$ cat config.mk
export PLATFORM = sky130hd
export DESIGN_NAME = seg_desc_lookup
export DESIGN_NICKNAME = d
export VERILOG_FILES = /design/src/rtl/seg_lookup_pkg.sv /design/src/rtl/seg_table_regs.sv /design/src/rtl/seg_sel_check.sv /design/src/rtl/seg_fetch_ctrl.sv /design/src/rtl/seg_shadow_bank.sv /design/src/rtl/seg_desc_lookup.sv
export SDC_FILE = /design/constraint.sdc
export NUM_CORES = 1
export LEC_CHECK = 0
export BUFFER_PORTS_ARGS = -buffer_cell sky130_fd_sc_hd__clkbuf_2
export CAP_MARGIN = 20
export CORE_MARGIN = 2
export CORE_UTILIZATION = 45
export CTS_CLUSTER_SIZE = 20
export DETAILED_ROUTE_END_ITERATION = 10
export PLACE_DENSITY = 0.63
export SETUP_SLACK_MARGIN = 0.02
export SLEW_MARGIN = 20
export SYNTH_ARGS = -nofsm -noshare
export SYNTH_HDL_FRONTEND = slang
export SYNTH_SLANG_ARGS = --single-unit
export TNS_END_PERCENT = 1
$ cat constraint.sdc
create_clock -name clk -period 4.2 [get_ports clk]
set_input_delay 0.84 -clock clk [delete_from_list [all_inputs] [get_ports clk]]
set_output_delay 0.84 -clock clk [all_outputs]
set_load 0.1 [all_outputs]
$ cat src/rtl/seg_lookup_pkg.sv
package seg_lookup_pkg;

  typedef enum logic [1:0] {
    FLT_NONE  = 2'd0,
    FLT_NULL  = 2'd1,
    FLT_LIMIT = 2'd2,
    FLT_TABLE = 2'd3
  } flt_e;

  typedef struct packed {
    logic [31:0] base;
    logic [19:0] limit;
    logic [7:0]  acc;
    logic [3:0]  flg;
  } desc_t;

  // byte offset of the entry: index scaled by eight
  function automatic logic [15:0] sel_offset(input logic [15:0] s);
    return {s[15:3], 3'b000};
  endfunction

  // whole 8-byte entry must lie at or below the limit
  function automatic logic entry_fits(input logic [15:0] off, input logic [19:0] lim);
    logic [20:0] last;
    last = {5'd0, off} + 21'd7;
    return last <= {1'b0, lim};
  endfunction

  function automatic desc_t unpack_desc(input logic [31:0] lo, input logic [31:0] hi);
    desc_t d;
    d.base  = {hi[31:24], hi[7:0], lo[31:16]};
    d.limit = {hi[19:16], lo[15:0]};
    d.acc   = hi[15:8];
    d.flg   = hi[23:20];
    return d;
  endfunction

endpackage

$ cat src/rtl/seg_table_regs.sv
module seg_table_regs
  import seg_lookup_pkg::*;
#(
  parameter int BASE_W = 32
) (
  input  logic              clk,
  input  logic              rst_n,
  input  logic              gw_en,
  input  logic [1:0]        gw_idx,
  input  logic [15:0]       gw_data,
  input  logic              lw_en,
  input  desc_t             lw_desc,
  output logic [BASE_W-1:0] gdt_base,
  output logic [15:0]       gdt_lim,
  output logic [BASE_W-1:0] ldt_base,
  output logic [19:0]       ldt_lim
);
  localparam int HI_W = BASE_W - 16;

  always_ff @(posedge clk) begin
    if (!rst_n) begin
      gdt_base <= '0;
      gdt_lim  <= '0;
    end else if (gw_en) begin
      case (gw_idx)
        2'd0:    gdt_lim <= gw_data;
        2'd1:    gdt_base[15:0] <= gw_data;
        2'd2:    gdt_base[BASE_W-1:16] <= gw_data[HI_W-1:0];
        default: ;
      endcase
    end
  end

  always_ff @(posedge clk) begin
    if (!rst_n) begin
      ldt_base <= '0;
      ldt_lim  <= '0;
    end else if (lw_en) begin
      ldt_base <= lw_desc.base[BASE_W-1:0];
      ldt_lim  <= lw_desc.limit;
    end
  end

endmodule

$ cat src/rtl/seg_sel_check.sv
module seg_sel_check
  import seg_lookup_pkg::*;
#(
  parameter int BASE_W = 32
) (
  input  logic [15:0]       sel,
  input  logic              for_ldtr,
  input  logic [BASE_W-1:0] gdt_base,
  input  logic [15:0]       gdt_lim,
  input  logic [BASE_W-1:0] ldt_base,
  input  logic [19:0]       ldt_lim,
  output logic [BASE_W-1:0] addr,
  output logic              is_null,
  output logic              ok,
  output logic [1:0]        code
);
  logic              ti;
  logic              use_ldt;
  logic [15:0]       off;
  logic [BASE_W-1:0] base_sel;
  logic [19:0]       lim_sel;
  logic              tbl_bad;
  logic              lim_bad;

  always_comb begin
    ti       = sel[2];
    off      = sel_offset(sel);
    use_ldt  = ti && !for_ldtr;
    base_sel = use_ldt ? ldt_base : gdt_base;
    lim_sel  = use_ldt ? ldt_lim : {4'd0, gdt_lim};
    addr     = base_sel + BASE_W'(off);
    is_null  = !ti && (sel[15:3] == 13'd0);
    tbl_bad  = for_ldtr && ti;
    lim_bad  = !entry_fits(off, lim_sel);
    if (tbl_bad)      code = FLT_TABLE;
    else if (is_null) code = FLT_NULL;
    else if (lim_bad) code = FLT_LIMIT;
    else              code = FLT_NONE;
    ok = (code == FLT_NONE);
  end

endmodule

$ cat src/rtl/seg_fetch_ctrl.sv
module seg_fetch_ctrl #(
  parameter int BASE_W = 32
) (
  input  logic              clk,
  input  logic              rst_n,
  input  logic              start,
  input  logic [BASE_W-1:0] start_addr,
  input  logic              mem_ack,
  input  logic [31:0]       mem_rdata,
  output logic              mem_req,
  output logic [BASE_W-1:0] mem_addr,
  output logic              busy,
  output logic              fin,
  output logic [31:0]       word_lo
);
  typedef enum logic [1:0] {S_IDLE, S_LO, S_HI} st_e;

  st_e               st;
  logic [BASE_W-1:0] addr_q;
  logic [31:0]       lo_q;

  always_ff @(posedge clk) begin
    if (!rst_n) begin
      st     <= S_IDLE;
      addr_q <= '0;
      lo_q   <= '0;
    end else begin
      case (st)
        S_IDLE: if (start) begin
          st     <= S_LO;
          addr_q <= start_addr;
        end
        S_LO: if (mem_ack) begin
          lo_q   <= mem_rdata;
          addr_q <= addr_q + BASE_W'(4);
          st     <= S_HI;
        end
        S_HI: if (mem_ack) st <= S_IDLE;
        default: st <= S_IDLE;
      endcase
    end
  end

  assign mem_req  = (st != S_IDLE);
  assign mem_addr = addr_q;
  assign busy     = (st != S_IDLE);
  assign fin      = (st == S_HI) && mem_ack;
  assign word_lo  = lo_q;

endmodule

$ cat src/rtl/seg_shadow_bank.sv
module seg_shadow_bank
  import seg_lookup_pkg::*;
#(
  parameter int NSEG = 4,
  localparam int IDX_W = (NSEG > 1) ? $clog2(NSEG) : 1
) (
  input  logic             clk,
  input  logic             rst_n,
  input  logic             wr_en,
  input  logic [IDX_W-1:0] wr_idx,
  input  desc_t            wr_desc,
  input  logic [IDX_W-1:0] rd_idx,
  output logic             rd_valid,
  output desc_t            rd_desc
);
  logic [NSEG-1:0] vld;
  desc_t           ent [NSEG];

  for (genvar g = 0; g < NSEG; g++) begin : g_ent
    logic  v_q;
    desc_t d_q;
    always_ff @(posedge clk) begin
      if (!rst_n) begin
        v_q <= 1'b0;
        d_q <= '0;
      end else if (wr_en && (wr_idx == IDX_W'(g))) begin
        v_q <= 1'b1;
        d_q <= wr_desc;
      end
    end
    assign vld[g] = v_q;
    assign ent[g] = d_q;
  end

  always_comb begin
    rd_valid = 1'b0;
    rd_desc  = '0;
    for (int i = 0; i < NSEG; i++) begin
      if (rd_idx == IDX_W'(i)) begin
        rd_valid = vld[i];
        rd_desc  = ent[i];
      end
    end
  end

endmodule

$ cat src/rtl/seg_desc_lookup.sv
module seg_desc_lookup
  import seg_lookup_pkg::*;
#(
  parameter int BASE_W = 32,
  parameter int NSEG = 4,
  localparam int IDX_W = (NSEG > 1) ? $clog2(NSEG) : 1
) (
  input  logic              clk,
  input  logic              rst_n,
  input  logic              sel_wr,
  input  logic [15:0]       sel_val,
  input  logic [IDX_W-1:0]  sel_tgt,
  input  logic              sel_ldtr,
  input  logic              gdtr_wr,
  input  logic [1:0]        gdtr_idx,
  input  logic [15:0]       gdtr_data,
  output logic              mem_req,
  output logic [BASE_W-1:0] mem_addr,
  input  logic              mem_ack,
  input  logic [31:0]       mem_rdata,
  output logic              busy,
  output logic              done_o,
  output logic              fault_o,
  output logic [1:0]        fault_code,
  input  logic [IDX_W-1:0]  rd_idx,
  output logic              rd_valid,
  output logic [31:0]       rd_base,
  output logic [19:0]       rd_limit,
  output logic [7:0]        rd_acc,
  output logic [3:0]        rd_flags,
  output logic [BASE_W-1:0] ldt_base_o,
  output logic [19:0]       ldt_lim_o
);
  // named events, also used by the bound checker
  logic              acc_go;
  logic              chk_ok;
  logic              chk_null;
  logic [1:0]        chk_code;
  logic [BASE_W-1:0] chk_addr;
  logic              fin;
  logic              commit_seg;
  logic              commit_ldt;

  logic [BASE_W-1:0] gdt_base;
  logic [15:0]       gdt_lim;
  logic [31:0]       word_lo;
  desc_t             new_desc;
  desc_t             rd_desc;
  logic [IDX_W-1:0]  tgt_q;
  logic              ldtr_q;

  assign acc_go     = sel_wr && !busy;
  assign new_desc   = unpack_desc(word_lo, mem_rdata);
  assign commit_seg = fin && !ldtr_q;
  assign commit_ldt = fin && ldtr_q;

  seg_table_regs #(.BASE_W(BASE_W)) u_tbl (
    .clk      (clk),
    .rst_n    (rst_n),
    .gw_en    (gdtr_wr),
    .gw_idx   (gdtr_idx),
    .gw_data  (gdtr_data),
    .lw_en    (commit_ldt),
    .lw_desc  (new_desc),
    .gdt_base (gdt_base),
    .gdt_lim  (gdt_lim),
    .ldt_base (ldt_base_o),
    .ldt_lim  (ldt_lim_o)
  );

  seg_sel_check #(.BASE_W(BASE_W)) u_chk_sel (
    .sel      (sel_val),
    .for_ldtr (sel_ldtr),
    .gdt_base (gdt_base),
    .gdt_lim  (gdt_lim),
    .ldt_base (ldt_base_o),
    .ldt_lim  (ldt_lim_o),
    .addr     (chk_addr),
    .is_null  (chk_null),
    .ok       (chk_ok),
    .code     (chk_code)
  );

  seg_fetch_ctrl #(.BASE_W(BASE_W)) u_fetch (
    .clk        (clk),
    .rst_n      (rst_n),
    .start      (acc_go && chk_ok),
    .start_addr (chk_addr),
    .mem_ack    (mem_ack),
    .mem_rdata  (mem_rdata),
    .mem_req    (mem_req),
    .mem_addr   (mem_addr),
    .busy       (busy),
    .fin        (fin),
    .word_lo    (word_lo)
  );

  seg_shadow_bank #(.NSEG(NSEG)) u_bank (
    .clk      (clk),
    .rst_n    (rst_n),
    .wr_en    (commit_seg),
    .wr_idx   (tgt_q),
    .wr_desc  (new_desc),
    .rd_idx   (rd_idx),
    .rd_valid (rd_valid),
    .rd_desc  (rd_desc)
  );

  assign rd_base  = rd_desc.base;
  assign rd_limit = rd_desc.limit;
  assign rd_acc   = rd_desc.acc;
  assign rd_flags = rd_desc.flg;

  always_ff @(posedge clk) begin
    if (!rst_n) begin
      tgt_q      <= '0;
      ldtr_q     <= 1'b0;
      done_o     <= 1'b0;
      fault_o    <= 1'b0;
      fault_code <= FLT_NONE;
    end else begin
      done_o  <= fin;
      fault_o <= acc_go && !chk_ok;
      if (acc_go) begin
        tgt_q  <= sel_tgt;
        ldtr_q <= sel_ldtr;
        if (!chk_ok) fault_code <= chk_code;
      end
    end
  end

endmodule

# Word-level counts from Yosys, hierarchy flattened
# Index checks and enable logic that the tools add are counted.
word_totals:
  regBits: 433
  input_bits: 76
  output_inout_bits: 155
  elab_cells: 104
classes:
  n_addsub: 3
  n_lt_le_gt_ge: 1
  n_eq_ne: 13
  mux: 20
  bitwise_logic: 1
  n_reduce_logical: 33
op_table:
  columns: ["cell", "n"]
  rows:
  - ["$mux 64", 4]
  - ["$mux 32", 3]
  - ["$pmux 32 s2", 1]
  - ["$add 32x16->32", 1]
  - ["$add 32x3->32 const B", 1]
  - ["$le 21x20->1", 1]
  - ["$mux 20", 1]
  - ["$add 16x3->17 const B", 1]
  - ["$logic_and 1x1->1", 13]
  - ["$logic_not 13->1", 1]
  - ["$eq 2x2->1 const B", 6]
  - ["$mux 2", 6]
  - ["$logic_not 2->1", 5]
  - ["$reduce_and 2->1", 5]
  - ["$eq 2x1->1 const B", 4]
  - ["$pmux 2 s3", 1]
  - ["$reduce_and 3->1", 2]
  - ["$logic_not 1->1", 5]
  - ["$mux 1", 4]
  - ["$ne 2x2->1 const B", 2]
  - ["$reduce_bool 2->1", 2]
  - ["$ne 2x1->1 const B", 1]
  - ["$not 1->1", 1]

# Longest topological paths before layout
# Gate-level depths: netlist (run 1).
depth:
  depth_word: 11
  mapped_depth: 19
  depth_no_buf: 13

# Modules after synthesis
# Synthesis (run 1) repeated with hierarchy kept, for this count alone.
unflattened:
  hier_cells: 2124
  hier_area_um2: 20470.9
by_module_without_submodules:
  columns: ["module", "instances", "cells_each", "area_per_inst_um2", "seq_area_each_um2"]
  rows:
  - ["seg_shadow_bank", 1, 990, 11049.3, 5205.0]
  - ["seg_table_regs", 1, 344, 3734.8, 2001.9]
  - ["seg_fetch_ctrl", 1, 450, 3335.7, 1321.3]
  - ["seg_sel_check", 1, 314, 2069.5, 0.0]
  - ["seg_desc_lookup", 1, 26, 281.5, 140.1]

# Least setup slack after synthesis (run 1)
# OpenSTA, ideal clock, no wires.
synth_path:
  kind: "input to register"
  start: "in sel_ldtr"
  end: "reg u_fetch.addr_q[25], in the netlist u_fetch.mem_addr[25]"
  setup_time_ns: 0.117
  t_arrival_ns: 4.051
  t_required_ns: 4.083
  slack_ns: 0.032
  cell_stages: 18
  n_path_buf: 5
  cell_sequence: "nand2b_1 > buf_6 > buf_2 > buf_2 > buf_2 > clkbuf_1 > nand2_1 > nand2_1 > ha_1 > fa_1 > a21oi_1 > nand4b_1 > a2111oi_2 > a21oi_1 > a211oi_2 > nand2_1 > xnor2_1 > a32o_1"
synth_via:
  elab_chain_cells: 11
  elab_cells_between_ends: 16
  classes_between: "1 x add/sub; 1 x order compare; 1 x eq/ne; 7 x mux; 6 x reduce/logical"
synth_lines:
  columns: ["element", "line", "text"]
  rows:
  - ["start, declared", "seg_desc_lookup.sv:13", "input logic sel_ldtr,"]
  - ["$logic_not 1->1", "seg_sel_check.sv:28", "use_ldt = ti && !for_ldtr;"]
  - ["$logic_and 1x1->1", "seg_sel_check.sv:28", null]
  - ["$mux 20", "seg_sel_check.sv:30", "lim_sel = use_ldt ? ldt_lim : {4'd0, gdt_lim};"]
  - ["$le 21x20->1", "seg_lookup_pkg.sv:26", "return last <= {1'b0, lim};"]
  - ["$mux 2", "seg_sel_check.sv:37", "else if (lim_bad) code = FLT_LIMIT;"]
  - ["$mux 2", "seg_sel_check.sv:36", "else if (is_null) code = FLT_NULL;"]
  - ["$mux 2", "seg_sel_check.sv:35", "if (tbl_bad) code = FLT_TABLE;"]
  - ["$logic_not 2->1", "seg_sel_check.sv:39", "ok = (code == FLT_NONE);"]
  - ["$logic_and 1x1->1", "seg_desc_lookup.sv:87", ".start (acc_go && chk_ok),"]
  - ["$ne 2x1->1 (no line)", null, null]
  - ["$reduce_and 3->1 (no line)", null, null]
  - ["end signal, assigned", "seg_fetch_ctrl.sv:31", "addr_q <= start_addr;"]
  - ["end signal, assigned", "seg_fetch_ctrl.sv:35", "addr_q <= addr_q + BASE_W'(4);"]
  - ["end, declared", "seg_fetch_ctrl.sv:19", "logic [BASE_W-1:0] addr_q;"]
# Parallel ways exist; a longest one is shown, timed or not. The select of a mux whose other input is x is not followed.
# A chain may end at the register's enable or synchronous reset.

# Worst setup path after layout (run 1)
layout_path:
  start: "in sel_ldtr"
  end: "reg u_fetch.addr_q[22], in the netlist u_fetch.mem_addr[22]"
# Same word-level chain as after synthesis.

==> results of run 1 <==
power by group through the flow:
stage                     combinational [mW]  sequential, mW  clock [mW]
final                                  0.729            4.21        4.62
after global routing                   0.772            4.21        4.85
after CTS                              0.723            4.21        4.68
after detailed placement               0.721            4.30           0
after global placement                 0.712            4.30           0
after floorplan                        0.348            4.42           0
cells by family after synthesis:
kind of cell / after synthesis / synth area share
xor gates and xnor gates: 26 / 0.0119
muxes: 95 / 0.0925
buffers and inverters: 182 / 0.0381
and+or+nand+nor: 1058 / 0.224
adders and majority gates: 28 / 0.0187
AOI/OAI and AO/OA: 555 / 0.160
DFF: 433 / 0.454
state kept, by name, summed over array words and instances (netlist names), 2 cells and up:
name and flops:
fault_code 2, tgt_q 2, u_bank.ent 256, u_bank.g_ent.v_q 4, u_fetch.mem_addr 32, u_fetch.st 2
u_fetch.word_lo 32, u_tbl.gdt_base 32, u_tbl.gdt_lim 16, u_tbl.ldt_base 32, u_tbl.ldt_lim 20
worst max-delay path by stage:
stage	startpoint	endpoint	slack, ns	cells past startpoint
floorplan	sel_ldtr	u_fetch.mem_addr[25]$_SDFFE_PN0P_	0.03	18
finish	sel_ldtr	u_fetch.mem_addr[22]$_SDFFE_PN0P_	0.79	15
global placement	sel_ldtr	u_fetch.mem_addr[22]$_SDFFE_PN0P_	0.31	14
CTS	sel_ldtr	u_fetch.mem_addr[3]$_SDFFE_PN0P_	0.87	14
global route	sel_ldtr	u_fetch.mem_addr[22]$_SDFFE_PN0P_	0.55	15
detailed placement	sel_ldtr	u_fetch.mem_addr[3]$_SDFFE_PN0P_	0.25	14
layout make-up:
cell class                      count  area [um^2]
Sequential cell                   433         8670
Multi-Input combinational cell   1762         9730
Tap cell                          539          674
Fill cell                        3961        19400
Clock inverter                     18          330
Inverter                           13         56.3
Clock buffer                       69         1430
Timing Repair Buffer              274         1670
metrics by stage:
step / util / worst slack (ns) / cell area, um^2
2_1_floorplan: - / 0.0321 / 19100
3_3_place_gp: 0.496 / 0.312 / 20800
3_5_place_dp: 0.496 / 0.248 / 20800
4_1_cts: 0.538 / 0.874 / 22600
5_1_grt: 0.538 / 0.554 / 22600
6_report: 0.538 / 0.791 / 22600
tightest hold or removal path: stages, from the launching register on:
cell and delay, ns:
dfxtp_1 0.31, nand2_1 0.05, a21oi_1 0.05
Yosys cell counts, types with 8 or more instances:
cell type | n | area (um^2)
a211oi_1 | 8 | 60.1
xnor2_1 | 18 | 158
nand2_1 | 898 | 3370
a21oi_1 | 442 | 2210
inv_1 | 12 | 45.0
xor2_1 | 8 | 70.1
nor3_1 | 12 | 60.1
dfxtp_1 | 433 | 8670
ha_1 | 27 | 338
a21o_1 | 14 | 105
buf_2 | 14 | 70.1
nand4_1 | 9 | 56.3
nand2b_1 | 8 | 50.1
nand3_1 | 29 | 145
buf_1 | 10 | 37.5
clkbuf_1 | 140 | 526
mux4_2 | 65 | 1460
o21ai_0 | 34 | 170
and2_1 | 10 | 62.6
nor2_1 | 46 | 173
mux2i_1 | 29 | 290
routing by layer:
metal / share of wire / vias to the layer above
li1: - / 8351
met1: 0.42 / 8469
met2: 0.47 / 658
met3: 0.072 / 120
met4: 0.034 / 0
met5: 0 / -
==> metrics, run 1 <==
hold_buf cts=0; Crit path top cell by count=nand2_1; Max-Cap Viols=0; Overall Power=9.56 mW; final std cells w/o fill=3108; post-detailed-placement half-perimeter wirelength=41700 um; Synth Flop Type=dfxtp_1; Syn-to-layout area delta=18.2%; initial antenna violation count=0; Synth Instances=2377; clock slew at reported path FFs=0.06 ns; postcts setup bufs=0; Pwr Density=424 nW/um^2; vias per cell=approximately 5.7; number of diodes=0; fraction of registers with async set/reset=0; DR WL/cell=approximately 20 um; reg2reg end=u_fetch.mem_addr[19]$_SDFFE_PN0P_; Syn Std Cell Area=~19000 um^2; commonest non-fill, non-tap cell in the layout=nand2_1; final setup vio count=0; Port Buffers=between 200 and 250; Post-synth EDFFs=0; final net count=2635; clk buf depth=3; met3 GRT Util=0.0456; die area=44100 um^2; Worst Reg-to-Reg Cells=12; Hold Path Class=reg2reg; worst endpoint data arrival time=roughly 3.9 ns; crit end category=register; gr usage total=0.278; vias post-DR=about 18000; Hold Startpoint=u_bank.ent[128]$_SDFFE_PN0P_; CP max-delay cell=a2111oi_0; busiest grt layer=met2; CTS Buf Count=47; Clk pwr share=0.484; Crit path largest cell delay=0.59 ns; met1 Track Usage GR=0.373; top-level port count=231; Detailed Route WL=62300 um; placer congestion estimate=about 0.91; fmax=293 MHz; Site Rows=75; largest net degree at the start of global routing=123; Die Height=210 um; sw frac=0.246; grt ovf=0; FF-to-FF setup slack=1.27 ns; power share of the combinational group=0.076; leakage power=8.22 nW; Mean Syn Cell Area=about 8 um^2; worst path cell trace=clkbuf_2 > nand2b_2 > buf_4 > nand2_1 > nand2_1 > ha_1 > o211ai_1 > nor2_1 > o22a_1 > a31oi_1 > buf_4 > a2111oi_0 > xnor2_1 > nand2_1 > a31oi_1; Worst Path Max Fanout=13; global-route wire length before repair=95600 um; Hold Crit Depth=2; Worst-Margin Slew=1.05 ns; Bufs and invs on worst path=3; Syn Nets=2481; number of DRC markers in iteration 0=roughly 1700; Min-Delay Endpoint=u_bank.ent[128]$_SDFFE_PN0P_; Int Pwr=7.21 mW; final hold violations=0; # clock sinks=433; dpl cells=3021; crit share post-route=0.812; H-tree depth=2; Die X=210 um; clock latency on the worst-skew pair=between 0.6 and 0.7 ns; vias in the first global route=16700; core area=41900 um^2; hold_ws=roughly 0.45 ns; Initial Util=0.455; Fin Setup TNS=0 ns; Final min period=3.41 ns; Final ANT Viol Nets=0; Seq pwr share=0.440; share of layout cells above drive strength 1=0.179; Slew Viols, Final=0; FF-to-FF Start=u_tbl.ldt_base[3]$_SDFFE_PN0P_; Root Driver=clkbuf_16; Slew HR=0.295; Pre-antenna DRT Iters=5; Syn. warnings=0; RSZ-0062 raised after global routing=no; CP required=about 4.7 ns; Setup Skew=about 0.034 ns; Resized cells post-CTS=0; CTS tree=done; most frequent cells in the layout=nand2_1, a21oi_1, dfxtp_1; synth unique cells=between 70 and 80; outcome=finished, final reports clean; sequential-to-total area share from yosys stat=0.454; maximum vdd ir drop=0.310 mV; met2 Usage GRT=0.455; Startpoint Class=input pin; flops & latches, synth=~430; NetSw=2.35 mW; drt drc=0; cell family with most CP delay=compound AO/OA/AOI/OAI gates; WS Path Type=in2reg
(Power assumes the default switching activity.)
==> inputs of run 2 (changes only) <==
--- a/config.mk
+++ b/config.mk
@@ -11,7 +11,7 @@
 export CORE_UTILIZATION = 45
 export CTS_CLUSTER_SIZE = 20
 export DETAILED_ROUTE_END_ITERATION = 10
-export PLACE_DENSITY = 0.63
+export PLACE_DENSITY = 0.6
 export SETUP_SLACK_MARGIN = 0.02
 export SLEW_MARGIN = 20
 export SYNTH_ARGS = -nofsm -noshare
==> constraint.sdc (replaced) <==
create_clock -name clk -period 3.35 [get_ports clk]
set_input_delay 0.67 -clock clk [delete_from_list [all_inputs] [get_ports clk]]
set_output_delay 0.67 -clock clk [all_outputs]
set_load 0.1 [all_outputs]
==> metrics, run 2 (synthesized netlist as in run 1, its figures left out) <==
outcome=finished, final reports clean; Startpoint Class=input pin; WS Path Type=in2reg; clock latency on the worst-skew pair=0.59 ns (-0.02 ns); top-level port count=231 (unchanged); Die X=210 um (unchanged); number of DRC markers in iteration 0=1671 (unchanged); vias in the first global route=16300 (-2.1%); Hold Startpoint=mem_rdata[11]; Hold Crit Depth=3 (+1); clock slew at reported path FFs=0.06 ns (about the same); Die Height=210 um (unchanged); post-detailed-placement half-perimeter wirelength=43100 um (+3.3%); Final ANT Viol Nets=0 (unchanged); Reg area=8670 um^2 (unchanged); Site Rows=75 (unchanged); Worst Reg-to-Reg Cells=12 (unchanged); gr usage total=0.282 (+0.00468); H-tree depth=2 (unchanged); FF-to-FF Start=u_tbl.ldt_lim[14]$_SDFFE_PN0P_; final instance area=23500 um^2 (+4.2%); largest net degree at the start of global routing=106 (-14%); commonest non-fill, non-tap cell in the layout=nand2_1; worst endpoint data arrival time=3.51 ns (-0.34 ns); Setup Skew=0.0236 ns (-0.0106 ns); Pwr Density=500 nW/um^2 (+18%); leakage power=8.63 nW (+5.0%); hold_buf cts=0 (unchanged); maximum vdd ir drop=0.368 mV (+19%); fmax=329 MHz; Root Driver=clkbuf_16; max FFs per register=256 (unchanged); die area=44100 um^2 (unchanged); drt drc=0 (unchanged); Hold Path Class=in2reg; Port Buffers=228 (unchanged); number of diodes=0 (unchanged); most frequent cells in the layout=nand2_1, a21oi_1, dfxtp_1; final hold violations=0 (unchanged); CTS tree=done; core area=41900 um^2 (unchanged); crit share post-route=0.908; crit end category=register; clk buf depth=3 (unchanged); # clock sinks=433 (unchanged); Worst-Margin Slew=0.939 ns (-0.115 ns); Min-Delay Endpoint=u_bank.ent[199]$_SDFFE_PN0P_; Worst Path Max Fanout=19 (+6); DR WL/cell=20.0 um (-0.35%); Pre-antenna DRT Iters=6 (+1); reg2reg end=u_fetch.mem_addr[8]$_SDFFE_PN0P_; FF-to-FF setup slack=0.44 ns (-0.83 ns); vias per cell=5.58 (-1.4%); Final min period=3.04 ns; grt ovf=0 (unchanged); RSZ-0062 raised after global routing=no; Resized cells post-CTS=0 (unchanged); Detailed Route WL=63300 um (+1.6%); placer congestion estimate=0.912 (+0.34%); Max-Cap Viols=0 (unchanged); Initial Util=0.455 (unchanged); Slew Viols, Final=0 (unchanged); CTS Buf Count=47 (unchanged); DP Area=21800 um^2 (+5.0%); multi-input combinational cell area=9730 um^2 (about the same); final net count=2698 (+2.4%); postcts setup bufs=0 (unchanged); global-route wire length before repair=96700 um (+1.2%); hold_ws=0.361 ns (-0.0899 ns); final setup vio count=0 (unchanged); vias post-DR=17700 (+0.55%); Syn-to-layout area delta=23.1%; Filler cells=3916 (-1.1%); initial antenna violation count=0 (unchanged); CP required=3.82 ns (-0.83 ns); Slew HR=0.374 (+0.0791); share of layout cells above drive strength 1=0.198 (+0.0190)
run 2: where the power goes:
group          switching [mW]  leakage (nW)  total [mW]  internal [mW]
clock network            2.17         0.824        5.52           3.36
registers              0.0694          3.49        5.28           5.21
logic                   0.674          4.32       0.953          0.279
total                    2.91          8.63        11.8           8.85
run 2: critical path, stage by stage:
cell	delay (ns)
clkbuf_2	0.10
nand2b_2	0.26
buf_4	0.19
mux2i_1	0.13
ha_1	0.28
nand4_1	0.11
a21oi_1	0.17
a211oi_2	0.07
o211ai_1	0.24
a211oi_2	0.12
buf_4	0.17
buf_4	0.20
nor2_4	0.40
a21oi_1	0.09
o221a_2	0.28
run 2: worst max path at each step:
stage	startpoint	end	slack [ns]	cells after the start
2_1_floorplan	sel_ldtr	u_fetch.mem_addr[25]$_SDFFE_PN0P_	-0.27	18
3_3_place_gp	sel_ldtr	u_fetch.mem_addr[8]$_SDFFE_PN0P_	-0.18	15
3_5_place_dp	sel_val[2]	u_fetch.mem_addr[8]$_SDFFE_PN0P_	-0.23	16
4_1_cts	sel_ldtr	u_fetch.mem_addr[20]$_SDFFE_PN0P_	0.36	15
5_1_grt	sel_val[2]	u_fetch.mem_addr[20]$_SDFFE_PN0P_	0.18	16
6_report	sel_ldtr	u_fetch.mem_addr[8]$_SDFFE_PN0P_	0.31	15
run 2: area by class of cell:
| type | instances | share of cell area |
|---|---|---|
| Timing Repair Buffer | 337 | 0.115 |
| Clock inverter | 17 | 0.0108 |
| Inverter | 13 | 0.00240 |
| Tap cell | 539 | 0.0287 |
| Clock buffer | 69 | 0.0595 |
| Multi-Input combinational cell | 1762 | 0.414 |
| Sequential cell | 433 | 0.369 |
run 2: stage by stage:
step	worst slack [ns]	TNS [ns]	cells	utilization	power, mW
after floorplan	-0.270	-4.42	2377	-	5.98
after global placement	-0.182	-2.68	3084	0.521	6.32
after detailed placement	-0.233	-4.14	3084	0.521	6.33
after CTS	0.363	0	3170	0.560	11.8
after global routing	0.181	0	3170	0.560	12.1
final	0.310	0	3170	0.560	11.8
run 2: metal layers:
metal / share of wire / GRT usage / vias up
met3: 0.072 / 0.0456 / 111
met1: 0.43 / 0.395 / 8448
li1: - / - / 8470
met4: 0.032 / 0.0959 / 0
met5: 0 / 0 / -
met2: 0.46 / 0.446 / 665
